--- src/rtl/flowctl_pkg.sv ---
package flowctl_pkg;

    localparam int unsigned CODE_W     = 3;
    localparam int unsigned AF_W       = 6;
    localparam int unsigned HTHR_W     = 8;
    localparam int unsigned BYTE_W     = 8;
    localparam int unsigned MAX_CODE   = 5;
    localparam int unsigned RX_CODE_LO = 0;
    localparam int unsigned TX_CODE_LO = 16;
    localparam int unsigned AF_LO      = 2;

    typedef logic [CODE_W-1:0] blk_code_t;

    typedef enum logic [1:0] {
        SEL_DMA_BLK   = 2'd0,
        SEL_RX_ALMOST = 2'd1,
        SEL_HOST_THR  = 2'd2,
        SEL_NONE      = 2'd3
    } cfg_sel_e;

    typedef struct packed {
        blk_code_t         rx_code;
        blk_code_t         tx_code;
        logic [AF_W-1:0]   af_words;
        logic [HTHR_W-1:0] host_thr;
    } fc_cfg_t;

    localparam fc_cfg_t CFG_RESET = '{
        rx_code:  3'd2,
        tx_code:  3'd2,
        af_words: 6'd1,
        host_thr: 8'd128
    };

    function automatic logic blk_valid(input blk_code_t c);
        return c <= blk_code_t'(MAX_CODE);
    endfunction

    // Bytes in one DMA block; reserved codes return 0 and are gated by blk_valid.
    function automatic logic [BYTE_W-1:0] blk_bytes(input blk_code_t c);
        logic [BYTE_W-1:0] b;
        b = '0;
        if (blk_valid(c)) b = BYTE_W'(4) << c;
        return b;
    endfunction

endpackage

--- src/rtl/flowctl_cfg_regs.sv ---
module flowctl_cfg_regs
    import flowctl_pkg::*;
(
    input  logic        clk,
    input  logic        rst,
    input  logic        wr_en,
    input  logic [1:0]  sel,
    input  logic [31:0] wdata,
    output fc_cfg_t     cfg
);

    cfg_sel_e sel_e;
    logic     unused_wdata_bits;

    assign sel_e             = cfg_sel_e'(sel);
    assign unused_wdata_bits = ^{wdata[31:TX_CODE_LO+CODE_W], wdata[TX_CODE_LO-1:BYTE_W]};

    always_ff @(posedge clk) begin
        if (rst) begin
            cfg <= CFG_RESET;
        end else if (wr_en) begin
            case (sel_e)
                SEL_DMA_BLK: begin
                    cfg.rx_code <= wdata[RX_CODE_LO +: CODE_W];
                    cfg.tx_code <= wdata[TX_CODE_LO +: CODE_W];
                end
                SEL_RX_ALMOST: cfg.af_words <= wdata[AF_LO +: AF_W];
                SEL_HOST_THR:  cfg.host_thr <= wdata[0 +: HTHR_W];
                default:       ;
            endcase
        end
    end

endmodule

--- src/rtl/flowctl_dma_cmp.sv ---
module flowctl_dma_cmp
    import flowctl_pkg::*;
#(
    parameter int unsigned CNT_W     = 11,
    parameter bit          FILL_SIDE = 1'b1
) (
    input  logic             clk,
    input  logic             rst,
    input  blk_code_t        code,
    input  logic [CNT_W-1:0] amount,
    output logic             req
);

    localparam int unsigned CMP_W = (CNT_W > BYTE_W) ? CNT_W : BYTE_W;

    logic [CMP_W-1:0] amt_x;
    logic [CMP_W-1:0] thr_x;
    logic             hit;

    assign amt_x = CMP_W'(amount);
    assign thr_x = CMP_W'(blk_bytes(code));

    generate
        if (FILL_SIDE) begin : g_drain_rule
            // Receive side: request once more than one block is buffered.
            assign hit = amt_x > thr_x;
        end else begin : g_space_rule
            // Transmit side: request once a whole block of room is free.
            assign hit = amt_x >= thr_x;
        end
    endgenerate

    always_ff @(posedge clk) begin
        if (rst) req <= 1'b0;
        else     req <= hit && blk_valid(code);
    end

endmodule

--- src/rtl/flowctl_irq_gen.sv ---
module flowctl_irq_gen
    import flowctl_pkg::*;
#(
    parameter int unsigned CNT_W = 11
) (
    input  logic              clk,
    input  logic              rst,
    input  logic [CNT_W-1:0]  rx_level,
    input  logic [CNT_W-1:0]  tx_level,
    input  logic [AF_W-1:0]   af_words,
    input  logic [HTHR_W-1:0] host_thr,
    output logic              af_pulse,
    output logic              host_trig
);

    localparam int unsigned CMP_W = (CNT_W > BYTE_W) ? CNT_W : BYTE_W;

    logic [CMP_W-1:0] af_thr_x;
    logic [CMP_W-1:0] host_thr_x;
    logic             above_now;
    logic             above_q;

    assign af_thr_x   = CMP_W'({af_words, 2'b00});
    assign host_thr_x = CMP_W'(host_thr);
    assign above_now  = CMP_W'(rx_level) > af_thr_x;

    always_ff @(posedge clk) begin
        if (rst) begin
            above_q   <= 1'b0;
            af_pulse  <= 1'b0;
            host_trig <= 1'b0;
        end else begin
            above_q   <= above_now;
            af_pulse  <= above_now && !above_q;
            host_trig <= (host_thr != '0) && (CMP_W'(tx_level) >= host_thr_x);
        end
    end

endmodule

--- src/rtl/fifo_level_flowctl.sv ---
module fifo_level_flowctl
    import flowctl_pkg::*;
#(
    parameter int unsigned CNT_W = 11
) (
    input  logic             clk,
    input  logic             rst,
    input  logic             cfg_wr_en,
    input  logic [1:0]       cfg_sel,
    input  logic [31:0]      cfg_wdata,
    input  logic [CNT_W-1:0] rx_level,
    input  logic [CNT_W-1:0] tx_level,
    input  logic [CNT_W-1:0] tx_capacity,
    output logic             rx_dma_req,
    output logic             tx_dma_req,
    output logic             rx_almost_full_irq,
    output logic             host_irq_trigger
);

    fc_cfg_t          cfg;
    logic [CNT_W-1:0] tx_free;

    // Free space is clamped to zero if the reported level exceeds capacity.
    assign tx_free = (tx_level > tx_capacity) ? '0 : (tx_capacity - tx_level);

    flowctl_cfg_regs u_cfg (
        .clk   (clk),
        .rst   (rst),
        .wr_en (cfg_wr_en),
        .sel   (cfg_sel),
        .wdata (cfg_wdata),
        .cfg   (cfg)
    );

    flowctl_dma_cmp #(.CNT_W(CNT_W), .FILL_SIDE(1'b1)) u_rx_cmp (
        .clk    (clk),
        .rst    (rst),
        .code   (cfg.rx_code),
        .amount (rx_level),
        .req    (rx_dma_req)
    );

    flowctl_dma_cmp #(.CNT_W(CNT_W), .FILL_SIDE(1'b0)) u_tx_cmp (
        .clk    (clk),
        .rst    (rst),
        .code   (cfg.tx_code),
        .amount (tx_free),
        .req    (tx_dma_req)
    );

    flowctl_irq_gen #(.CNT_W(CNT_W)) u_irq (
        .clk       (clk),
        .rst       (rst),
        .rx_level  (rx_level),
        .tx_level  (tx_level),
        .af_words  (cfg.af_words),
        .host_thr  (cfg.host_thr),
        .af_pulse  (rx_almost_full_irq),
        .host_trig (host_irq_trigger)
    );

endmodule

--- config.mk ---
export PLATFORM = sky130hd
export DESIGN_NAME = fifo_level_flowctl
export DESIGN_NICKNAME = d
export VERILOG_FILES = /design/src/rtl/flowctl_pkg.sv /design/src/rtl/flowctl_cfg_regs.sv /design/src/rtl/flowctl_dma_cmp.sv /design/src/rtl/flowctl_irq_gen.sv /design/src/rtl/fifo_level_flowctl.sv
export SDC_FILE = /design/constraint.sdc
export NUM_CORES = 1
export LEC_CHECK = 0
export BUFFER_PORTS_ARGS = -buffer_cell sky130_fd_sc_hd__buf_2
export CORE_ASPECT_RATIO = 0.8
export CORE_MARGIN = 2
export CORE_UTILIZATION = 51
export CTS_CLUSTER_SIZE = 20
export DETAILED_ROUTE_END_ITERATION = 8
export GPL_TIMING_DRIVEN = 0
export PLACE_DENSITY = 0.81
export SKIP_CTS_REPAIR_TIMING = 1
export SLEW_MARGIN = 5
export SYNTH_ARGS = -nofsm -noshare
export SYNTH_HDL_FRONTEND = slang
export SYNTH_SLANG_ARGS = --single-unit
--- constraint.sdc ---
create_clock -name clk -period 3.8 [get_ports clk]
set_input_delay 0.76 -clock clk [delete_from_list [all_inputs] [get_ports clk]]
set_output_delay 0.76 -clock clk [all_outputs]
set_load 0.1 [all_outputs]
## Yosys cells after proc, flatten, opt, wreduce, memory -nomap -nowiden

Cells that the tools add are included.

- Register bits: 25
- Input bits: 70
- Bits in latches: 0
- Memories: 0
- ROM bits: 0
- Bits in writable memories: 0
- Output and inout port bits: 4

- Mux-type cells: 3
- Divide/modulo/power cells: 0
- Add/sub/neg operators: 1
- Order comparisons: 7
- Shifts and indexed selects: 2
- Multipliers: 0
- Eq/ne operators: 2
- Reduce and logical (&&, ||, !) cells: 10
- Bitwise logic cells: 0

Operator list:

| operator | count |
|---|---|
| $ge A11 B8 Y1 | 2 |
| $gt A11 B8 Y1 | 2 |
| $mux W8 | 2 |
| $shl A3 B3 Y8 const A | 2 |
| $gt A11 B11 Y1 | 1 |
| $mux W11 | 1 |
| $sub A11 B11 Y11 | 1 |
| $reduce_bool A8 Y1 | 1 |
| $le A3 B3 Y1 const B | 2 |
| $reduce_and A2 Y1 | 3 |
| $logic_and A1 B1 Y1 | 4 |
| $eq A2 B1 Y1 const B | 1 |
| $eq A2 B2 Y1 const B | 1 |
| $logic_not A2 Y1 | 1 |
| $logic_not A1 Y1 | 1 |

## Longest topological paths before layout

Gate-level depths: netlist (run 1).

- Depth in word-level cells: 4
- Gate-level depth with buffers: 15
- Gate-level depth less buffers: 15

## By module

From an unflattened synthesis (run 1), not the netlist that was laid out.

- Cell total of the unflattened synthesis: 277
- Area total of the unflattened synthesis: 2376.0 um2

By module, submodules not included:

| module | times used | seq. area each (um2) | cells an instance | area each (um2) |
|---|---|---|---|---|
| flowctl_cfg_regs | 1 | 400.4 | 85 | 880.8 |
| fifo_level_flowctl | 1 | 0.0 | 83 | 608.1 |
| flowctl_irq_gen | 1 | 60.1 | 60 | 456.7 |
| flowctl_dma_cmp (u_rx_cmp) | 1 | 20.0 | 27 | 221.5 |
| flowctl_dma_cmp (u_tx_cmp) | 1 | 20.0 | 22 | 209.0 |

## Worst setup path after synthesis (run 1)

OpenSTA, ideal clock, no wires.

- Kind: input to register
- From: input port tx_level[2]
- To: register u_tx_cmp.req
- Data arrival time: 3110 ps
- Required time: 3688 ps
- Setup slack: 578 ps
- Stages: 15
- Cells stage by stage: inv_1 -> ha_1 -> o211ai_1 -> a21oi_1 -> nor2b_1 -> o21ai_1 -> a21oi_1 -> nor2_1 -> ha_1 -> o21a_1 -> o21ai_1 -> o2bb2ai_1 -> o21ai_0 -> a311oi_1 -> a2111oi_1

- Cells in the longest elaborated chain, start to end: 4
- Elaborated cells between the ends (all ways): 5

Ends and longest elaborated chain:

| element | RTL line | text |
|---|---|---|
| start, declared | fifo_level_flowctl.sv:12 | `input logic [CNT_W-1:0] tx_level,` |
| $sub A11 B11 Y11 or $gt A11 B11 Y1 (tied branches) | fifo_level_flowctl.sv:24 | `assign tx_free = (tx_level > tx_capacity) ? '0 : (tx_capacity - tx_level);` |
| $mux W11 (*) | fifo_level_flowctl.sv:24 |  |
| $ge A11 B8 Y1 (*) | flowctl_dma_cmp.sv:29 | `assign hit = amt_x >= thr_x;` |
| $logic_and A1 B1 Y1 (*) | flowctl_dma_cmp.sv:35 | `else req <= hit && blk_valid(code);` |
| end signal, assigned | flowctl_dma_cmp.sv:35 |  |
| end, declared | flowctl_dma_cmp.sv:11 | `output logic req` |

Mark *: on every way between the ends. The rest lies on a longest branch, timed or not.
A chain may end at the register's enable or synchronous reset.

## Worst setup path in the final report (run 1)

Ends and elaborated chain as after synthesis.

==> impl_metrics.ini, run 1 <==
[status]
status = finished clean

[cts]
tritoncts = built
clock_latency_ns = 0.26
htreeDepth = 1
numCtsBuffers = 3
clkTransAtPathRegs_ns = 0.08
cts_root_buffer = clkbuf_8
clockBufferDepth = 2
numClockSinks = 25

[layout]
nNetsFinal = 422
stdcell_area_um2 = 2521
fin_cells = 370
area_delta_synth_final_pct = 17.29
drive_gt1_share_pct = 19.81
diodes = 0

[timing]
period_minus_slack_ns = 3.449
slew_violations = 0
hold_violations = 0
layout_setup_ws_ns = 0.3508
timing.final.crit_share_pct = 90.77
setup_violations = 0
worst_pin_slew_ns = 0.6627
fmax_mhz = 289.9
setup_tns_ns = 0
slew_headroom_pct = 55.62
rsz0062_at_grt = false
skew_ns = 0.001500
whs_ns = 0.3877

[critical_path]
critical_path_buf_inv_count = 2
critPathLaunchType = primary input
crit_required_ns = 3.95
cp_max_fo = 6
cpPeakStageDelay_ns = 0.39
critPathSlowestCell = a21oi_1
critical_path_arrival_ns = 3.60
crit_type = primary input to flop
crit_path_cell_trace = buf_2 -> inv_1 -> ha_1 -> o211ai_1 -> a21oi_1 -> nor2b_1 -> o21ai_1 -> a21oi_1 -> nor2_1 -> ha_1 -> o21a_1 -> o21ai_1 -> o2bb2ai_1 -> o21ai_0 -> a311oi_1 -> a2111oi_1
cp-end-kind = flop
cp_top_family = compound AO/OA/AOI/OAI gates

[synthesis]
synthArstFlopShare_pct = 0
yosysMostFrequentCell = ha_1
ys_seq_area_share_pct = 23.28
synth-seq-cells = 25
syn_area_um2 = 2150
synthTopCellsByArea = dfxtp_1, ha_1, mux2i_1, nor2_1, inv_1
syn_area_per_cell_um2 = 8.332
yosys_most_used_dff = dfxtp_1
synth.largest_area_cell = dfxtp_1
ys_types = 46
synth_cells = 258
syn_nets = 366
synth_top_area_share_pct = 23.28
synth_edf_count = 0
ys_top_cells_by_count = ha_1, nor2_1, inv_1
ys_warn_count = 0

[placement]
dp.cells = 366
hpwl_mm = 3.887
portBuffers = 51
dpl_cell_area_um2 = 2476
pre_cts_ws_ns = 0.08158
gp_congestion = 0.7860

[drt]
drtAntennaViolNets = 0
wl_per_cell_um = 12.38
drt-vias-per-instance = 5.286
wirelength_mm = 4.580
num_vias = 1956
drt-initial-drc-count = 130
drc = 0
drt_first_pass_iters = 4

[global_routing]
grt_pass1_vias = 1679
grt.busiest_layer = met2
grt_max_degree = 14
grt_overflow = 0
grt_first_pass_wirelength_mm = 7.486
use_met3_pct = 3.613
grt_use_total_pct = 19.66
use_met1_pct = 28.99
met2_usage_pct = 30.97
antenna_found_initial = 0

[die]
io_pins = 74
die_h_um = 62.07
die_area_um2 = 4753
rows = 21
core_um2 = 4125
initial_core_util_pct = 52.11
die_x_um = 76.59

[power_and_ir_drop]
powerDensity_nw_per_um2 = 280.5
p_seq_share_pct = 40.2
power.internal_uw = 462.1
clkPwrFrac_pct = 21.5
p_sw_uw = 245.2
swShare_pct = 34.67
p_comb_share_pct = 38.2
ir_drop_mv = 0.1440
p_leak_nw = 1.220

[hold_path]
hp-class = flop to flop

[job]
maxCapViolCount = 0
-- metrics by stage --
stage	power [mW]	util, %
after floorplan	0.4872	-
after global placement	0.5525	60.02
after detailed placement	0.5592	60.02
after CTS	0.7116	61.12
after global routing	0.7571	61.12
final	0.7073	61.12
-- cells in the final DEF, fill, tap and decap left out, types with 2 or more instances in the layout --
cell type | Yosys | final
clkbuf_8 | 0 | 3
o211ai_1 | 4 | 4
mux2i_1 | 15 | 15
a311oi_1 | 2 | 2
o21ai_1 | 4 | 4
clkbuf_1 | 4 | 5
nor2_1 | 31 | 31
buf_2 | 0 | 51
ha_1 | 37 | 37
dfxtp_1 | 25 | 25
or3b_2 | 3 | 3
nor2b_1 | 7 | 7
a21oi_1 | 16 | 16
xor2_1 | 4 | 4
xnor2_1 | 3 | 3
a211o_1 | 5 | 5
inv_1 | 27 | 27
or3_1 | 3 | 3
o21ai_0 | 5 | 5
nand4_1 | 3 | 3
nand2b_1 | 4 | 4
nand3b_1 | 6 | 6
nor4_1 | 3 | 3
nand2_1 | 14 | 14
o21a_1 | 10 | 10
-- power groups by stage --
stage	Clock, mW	Combinational, mW	Sequential, mW
after floorplan	0	0.160	0.327
after global placement	0	0.262	0.290
after detailed placement	0	0.269	0.291
after CTS	0.156	0.271	0.285
after global routing	0.164	0.307	0.286
final	0.152	0.270	0.285
-- registers in the layout, indices dropped and copies added (netlist names) --
name	flops
u_irq.above_q	1
u_cfg.cfg	20
u_tx_cmp.req	1
u_rx_cmp.req	1
u_irq.host_trig	1
u_irq.af_pulse	1
-- worst paths after layout --
kind / cells past startpoint / to / from / slack (ns)
worst max-delay path: 16 / u_tx_cmp.req / tx_level[2] / 0.35
worst min-delay path: 1 / u_irq.af_pulse / u_irq.above_q / 0.39
worst max register to register: 8 / u_tx_cmp.req / u_cfg.cfg[14] / 1.59
worst min register to register: 1 / u_irq.af_pulse / u_irq.above_q / 0.39
-- routing by layer --
layer  up-vias  share of wire (%)
met5         -                  0
met1       873                 52
met4         0               0.33
met2        45                 42
met3         2                4.9
li1       1036                  -
-- cells by family after synthesis --
kind of cell	Yosys count	synth area share, %
simple gates	82	19.85
compound gates	60	19.15
fa+ha+maj	38	22.47
buf+inv	31	5.413
flops	25	23.28
mux	15	6.985
xor+xnor	7	2.852
-- final cells by class --
cell class                 count  area (um^2)
buffer                         4        15.01
clock buffer                   4        45.04
fill                         368         1604
inverter                      27        101.3
multi-input combinational    202         1533
sequential                    25        500.5
tap                           57        71.32
timing repair buffer          51        255.2
No activity file was read; power rests on OpenSTA's default activity.
==> run 2: changes to the inputs <==
--- a/config.mk
+++ b/config.mk
@@ -5,15 +5,17 @@
 export SDC_FILE = /design/constraint.sdc
 export NUM_CORES = 1
 export LEC_CHECK = 0
+export ABC_AREA = 1
 export BUFFER_PORTS_ARGS = -buffer_cell sky130_fd_sc_hd__buf_2
 export CORE_ASPECT_RATIO = 0.8
 export CORE_MARGIN = 2
-export CORE_UTILIZATION = 51
+export CORE_UTILIZATION = 52
 export CTS_CLUSTER_SIZE = 20
 export DETAILED_ROUTE_END_ITERATION = 8
 export GPL_TIMING_DRIVEN = 0
 export PLACE_DENSITY = 0.81
 export SKIP_CTS_REPAIR_TIMING = 1
+export SKIP_LAST_GASP = 1
 export SLEW_MARGIN = 5
 export SYNTH_ARGS = -nofsm -noshare
 export SYNTH_HDL_FRONTEND = slang
==> impl_metrics.ini, run 2 <==
[status]
status = finished clean

[synthesis]
synth.largest_area_cell = dfxtp_1
syn_area_um2 = 2308
synthTopCellsByArea = dfxtp_1, ha_1, nand2_1, inv_1, nand3_1
ys_warn_count = 0
synth-seq-cells = 25
synth_edf_count = 0
ys_top_cells_by_count = nand2_1, inv_1, ha_1
synthArstFlopShare_pct = 0
yosys_most_used_dff = dfxtp_1
syn_area_per_cell_um2 = 6.711
yosysMostFrequentCell = nand2_1
synth_top_area_share_pct = 21.68
synth_cells = 344
ys_types = 33
syn_nets = 452
ys_seq_area_share_pct = 21.68

[critical_path]
reg2reg_slack_ns = 2.01
crit_type = primary input to flop
crit_path_cell_trace = buf_2 -> inv_1 -> ha_1 -> nand2_1 -> nand3_2 -> or2_2 -> nand3_1 -> inv_1 -> ha_1 -> a21oi_1 -> nand2_1 -> a21oi_1 -> o21ai_0 -> nand2_1 -> nand2_1 -> nor2_1 -> nor2_1
critPathLaunchType = primary input
critPathSlowestCell = ha_1
cpPeakStageDelay_ns = 0.36
critical_path_arrival_ns = 3.07
cp-end-kind = flop
cp_max_fo = 6
crit_top_cell = nand2_1
crit_required_ns = 3.97

[timing]
whs_ns = 0.3865
fmax_mhz = 344.8
slew_headroom_pct = 67.89
timing.final.crit_share_pct = 76.33
slew_violations = 0
worst_pin_slew_ns = 0.4817
rsz0062_at_grt = false
layout_setup_ws_ns = 0.8996
period_minus_slack_ns = 2.900
setup_violations = 0
skew_ns = 0.003624
setup_tns_ns = 0
hold_violations = 0

[power_and_ir_drop]
p_seq_share_pct = 37.6
p_leak_nw = 1.395
p_total_uw = 758.3
ir_drop_mv = 0.3097
swShare_pct = 38.46
clkPwrFrac_pct = 21.9
powerDensity_nw_per_um2 = 281.9
power.internal_uw = 466.6
p_comb_share_pct = 40.5
p_sw_uw = 291.7

[cts]
numCtsBuffers = 3
tritoncts = built
clockBufferDepth = 2
numClockSinks = 25
clock_latency_ns = 0.27
cts_root_buffer = clkbuf_8
clkTransAtPathRegs_ns = 0.09
htreeDepth = 1

[global_routing]
antenna_found_initial = 0
grt_use_total_pct = 24.46
grt_first_pass_wirelength_mm = 9.915
grt_max_degree = 17
grt_overflow = 0
grt_pass1_vias = 2274

[die]
io_pins = 74
die_h_um = 63.60
initial_core_util_pct = 54.57
die_area_um2 = 4992
core_um2 = 4230
rows = 21
die_x_um = 78.49

[drt]
drt-vias-per-instance = 5.232
drtAntennaViolNets = 0
wirelength_mm = 5.810
wl_per_cell_um = 12.71
drt_first_pass_iters = 4
drc = 0
drt-initial-drc-count = 173
num_vias = 2391

[layout]
fill_cells = 398
nNetsFinal = 509
largest_reg_flops = 20
top_register = u_cfg.cfg
area_delta_synth_final_pct = 16.53
final_cell_mix = nand2_1, inv_1, buf_2
diodes = 0
drive_gt1_share_pct = 20.50
final_common_cell = nand2_1

[placement]
portBuffers = 52
pre_cts_ws_ns = 0.6389
gp_congestion = 0.9398
hpwl_mm = 4.925

[job]
maxCapViolCount = 0

[hold_path]
hp-class = flop to flop
-- run 2: critical path, delay by kind of cell --
family | cells | cell delay, ns
simple gates | 9 | 1.03
compound gates | 3 | 0.40
fa+ha+maj | 2 | 0.66
buf+inv | 3 | 0.22
-- run 2: worst paths after layout --
check                              startpoint             end  cells past startpoint
worst max register to register  u_cfg.cfg[15]    u_tx_cmp.req                     11
worst max-delay path              tx_level[2]    u_tx_cmp.req                     17
worst min register to register  u_irq.above_q  u_irq.af_pulse                      1
worst min-delay path            u_irq.above_q  u_irq.af_pulse                      1
-- run 2: power groups by stage --
stage,combinational [mW],clock [mW],sequential [mW]
after floorplan,0.185,0,0.324
after global placement,0.291,0,0.290
after detailed placement,0.303,0,0.291
after CTS,0.305,0.168,0.285
after global routing,0.345,0.183,0.287
final,0.307,0.166,0.285
-- run 2: area by class of cell --
class	instances	area, um^2	area share (%)
Buffer	4	16.27	0.6047
Clock buffer	3	41.29	1.535
Clock inverter	1	8.758	0.3256
Inverter	63	236.5	8.791
Multi-Input combinational cell	252	1555	57.81
Sequential cell	25	500.5	18.60
Tap cell	57	71.32	2.651
Timing Repair Buffer	52	260.3	9.674
-- run 2: cell families (layout without fill, tap and decap cells) --
group | after synthesis | count (layout) | share of synthesized area (%)
AO/OA/AOI/OAI | 61 | 61 | 14.63
adder cells (fa/ha/maj) | 38 | 38 | 20.92
AND/OR/NAND/NOR | 150 | 150 | 30.68
XOR/XNOR | 3 | 3 | 1.138
buffers and inverters | 67 | 123 | 10.95
flip-flops | 25 | 25 | 21.68
-- run 2: through the flow --
step           area (um^2)  std cells  utilization [%]
3_5_place_dp          2640        453            62.41
4_1_cts               2690        457            63.59
5_1_grt               2690        457            63.59
2_1_floorplan         2308        344                -
3_3_place_gp          2640        453            62.41
6_report              2690        457            63.59
-- run 2: layer usage --
metal | track usage, % | vias to the layer above | wire length, um
li1 | - | 1252 | -
met3 | 5.158 | 7 | 336
met4 | 3.070 | 0 | 42
met1 | 33.92 | 1067 | 2790
met5 | 0 | - | 0
met2 | 40.19 | 65 | 2641
==> run 3: changes to the inputs <==
--- a/config.mk
+++ b/config.mk
@@ -9,11 +9,11 @@
 export BUFFER_PORTS_ARGS = -buffer_cell sky130_fd_sc_hd__buf_2
 export CORE_ASPECT_RATIO = 0.8
 export CORE_MARGIN = 2
-export CORE_UTILIZATION = 52
+export CORE_UTILIZATION = 47
 export CTS_CLUSTER_SIZE = 20
 export DETAILED_ROUTE_END_ITERATION = 8
 export GPL_TIMING_DRIVEN = 0
-export PLACE_DENSITY = 0.81
+export PLACE_DENSITY = 0.78
 export SKIP_CTS_REPAIR_TIMING = 1
 export SKIP_LAST_GASP = 1
 export SLEW_MARGIN = 5
==> constraint.sdc (replaced) <==
create_clock -name clk -period 2.6 [get_ports clk]
set_input_delay 0.52 -clock clk [delete_from_list [all_inputs] [get_ports clk]]
set_output_delay 0.52 -clock clk [all_outputs]
set_load 0.1 [all_outputs]
==> impl_metrics.ini, run 3 (synthesis gave the netlist of run 2 again) <==
[status]
status = finished clean

[global_routing]
grt_first_pass_wirelength_mm = 9.149
antenna_found_initial = 0
grt_pass1_vias = 2131
grt_max_degree = 15
grt_use_total_pct = 21.24
grt_overflow = 0

[hold_path]
holdPathStages = 1
hp-start = u_irq.above_q
hp-class = flop to flop

[die]
die_area_um2 = 5492
rows = 22
core_um2 = 4652
die_x_um = 82.36
die_h_um = 66.69
io_pins = 74
initial_core_util_pct = 49.62

[drt]
drc = 0
num_vias = 2397
wl_per_cell_um = 12.18
drt-vias-per-instance = 5.177
wirelength_mm = 5.639
drtAntennaViolNets = 0
drt_first_pass_iters = 4
drt-initial-drc-count = 168

[layout]
final_cell_mix = nand2_1, inv_1, buf_2
diodes = 0
area_delta_synth_final_pct = 19.89
nNetsFinal = 512
largest_reg_flops = 20
top_register = u_cfg.cfg
drive_gt1_share_pct = 23.82
final_common_cell = nand2_1

[power_and_ir_drop]
powerDensity_nw_per_um2 = 402.8
ir_drop_mv = 0.3073
p_leak_nw = 1.405

[cts]
tritoncts = built
cts_root_buffer = clkbuf_8
htreeDepth = 1
clock_latency_ns = 0.27
numClockSinks = 25
clkTransAtPathRegs_ns = 0.09
clockBufferDepth = 2
numCtsBuffers = 3

[critical_path]
critPathSlowestCell = ha_1
cp_num_cells = 20
crit_required_ns = 2.77
cpPeakStageDelay_ns = 0.37
cp_max_fo = 5
cp-end-kind = flop
critPathLaunchType = primary input
critical_path_buf_inv_count = 4
crit_path_start = tx_level[5]
cp_top_family = simple AND/OR/NAND/NOR gates
critical_path_arrival_ns = 2.59
crit_path_cell_trace = buf_2 -> inv_1 -> ha_1 -> nand2_2 -> inv_2 -> nand2_1 -> nand2_1 -> nand2_1 -> nand3_4 -> nand3_1 -> inv_1 -> ha_1 -> a21oi_2 -> nand2_1 -> a21oi_2 -> o21ai_0 -> nand2_1 -> nand2_1 -> nor2_1 -> nor2_1
crit_top_cell = nand2_1
rr_worst_depth = 11
crit_type = primary input to flop
r2r-start = u_cfg.cfg[15]

[timing]
slew_violations = 0
slew_headroom_pct = 67.95
whs_ns = 0.3858
period_minus_slack_ns = 2.424
layout_setup_ws_ns = 0.1758
skew_ns = 0.003383
worst_pin_slew_ns = 0.4841
hold_violations = 0
setup_violations = 0
timing.final.crit_share_pct = 93.24
fmax_mhz = 412.5

[placement]
hpwl_mm = 4.753
pre_cts_ws_ns = -0.2813
gp_congestion = 0.9161
portBuffers = 52

[job]
maxCapViolCount = 0
==> run 3: cell types whose count changed in the layout (fill, tap and decap cells not counted), moves of 2 or more <==
cell / delta
a21oi_1: -2
a21oi_2: +2
buf_4: +3
ha_1: -6
ha_2: +4
ha_4: +2
==> run 3: worst register-to-register path: cells and delay by family, from the launching register on <==
family / cells / cell delay [ns]
AND/OR/NAND/NOR: 6 / 0.45
flip-flops: 1 / 0.34
AO/OA/AOI/OAI: 3 / 0.33
adder cells (fa/ha/maj): 1 / 0.31
buffers and inverters: 1 / 0.14
==> run 3: path summary, 6_finish.rpt <==
path                                       end  slack [ns]
worst min register to register  u_irq.af_pulse        0.39
worst max register to register    u_tx_cmp.req        0.95
worst max-delay path              u_tx_cmp.req        0.18
worst min-delay path            u_irq.af_pulse        0.39
==> run 3: area by class of cell <==
type / count / area (um^2)
Clock inverter: 1 / 5.005
Inverter: 63 / 236.5
Timing Repair Buffer: 55 / 282.8
Multi-Input combinational cell: 252 / 1610
Tap cell: 60 / 75.07
Sequential cell: 25 / 500.5
Fill cell: 454 / 1884
Buffer: 4 / 16.27
Clock buffer: 3 / 41.29
==> run 3: per-layer routing <==
metal / vias up / wire (um) / global-route usage [%]
met5: - / 0 / 0
met4: 0 / 33 / 2.917
met3: 4 / 343 / 3.659
met2: 71 / 2469 / 33.27
met1: 1063 / 2793 / 30.92
li1: 1259 / - / -
==> run 3: report_power, final <==
part           leakage (nW)  internal, mW  total (mW)  switching, mW
combinational          1.17         0.180       0.470          0.291
sequential            0.206         0.407       0.416        0.00960
clock                0.0255         0.107       0.228          0.121
total                  1.41         0.693        1.11          0.421
==> run 3: metrics by stage <==
stage / std cells / area [um^2] / util (%) / setup TNS [ns] / power [mW]
finish: 463 / 2768 / 59.49 / 0 / 1.115
global route: 463 / 2768 / 59.49 / -0.02729 / 1.199
CTS: 460 / 2690 / 57.83 / 0 / 1.088
detailed placement: 456 / 2644 / 56.83 / -0.2813 / 0.8638
global placement: 456 / 2644 / 56.83 / -0.2109 / 0.8502
floorplan: 344 / 2308 / - / 0 / 0.7440
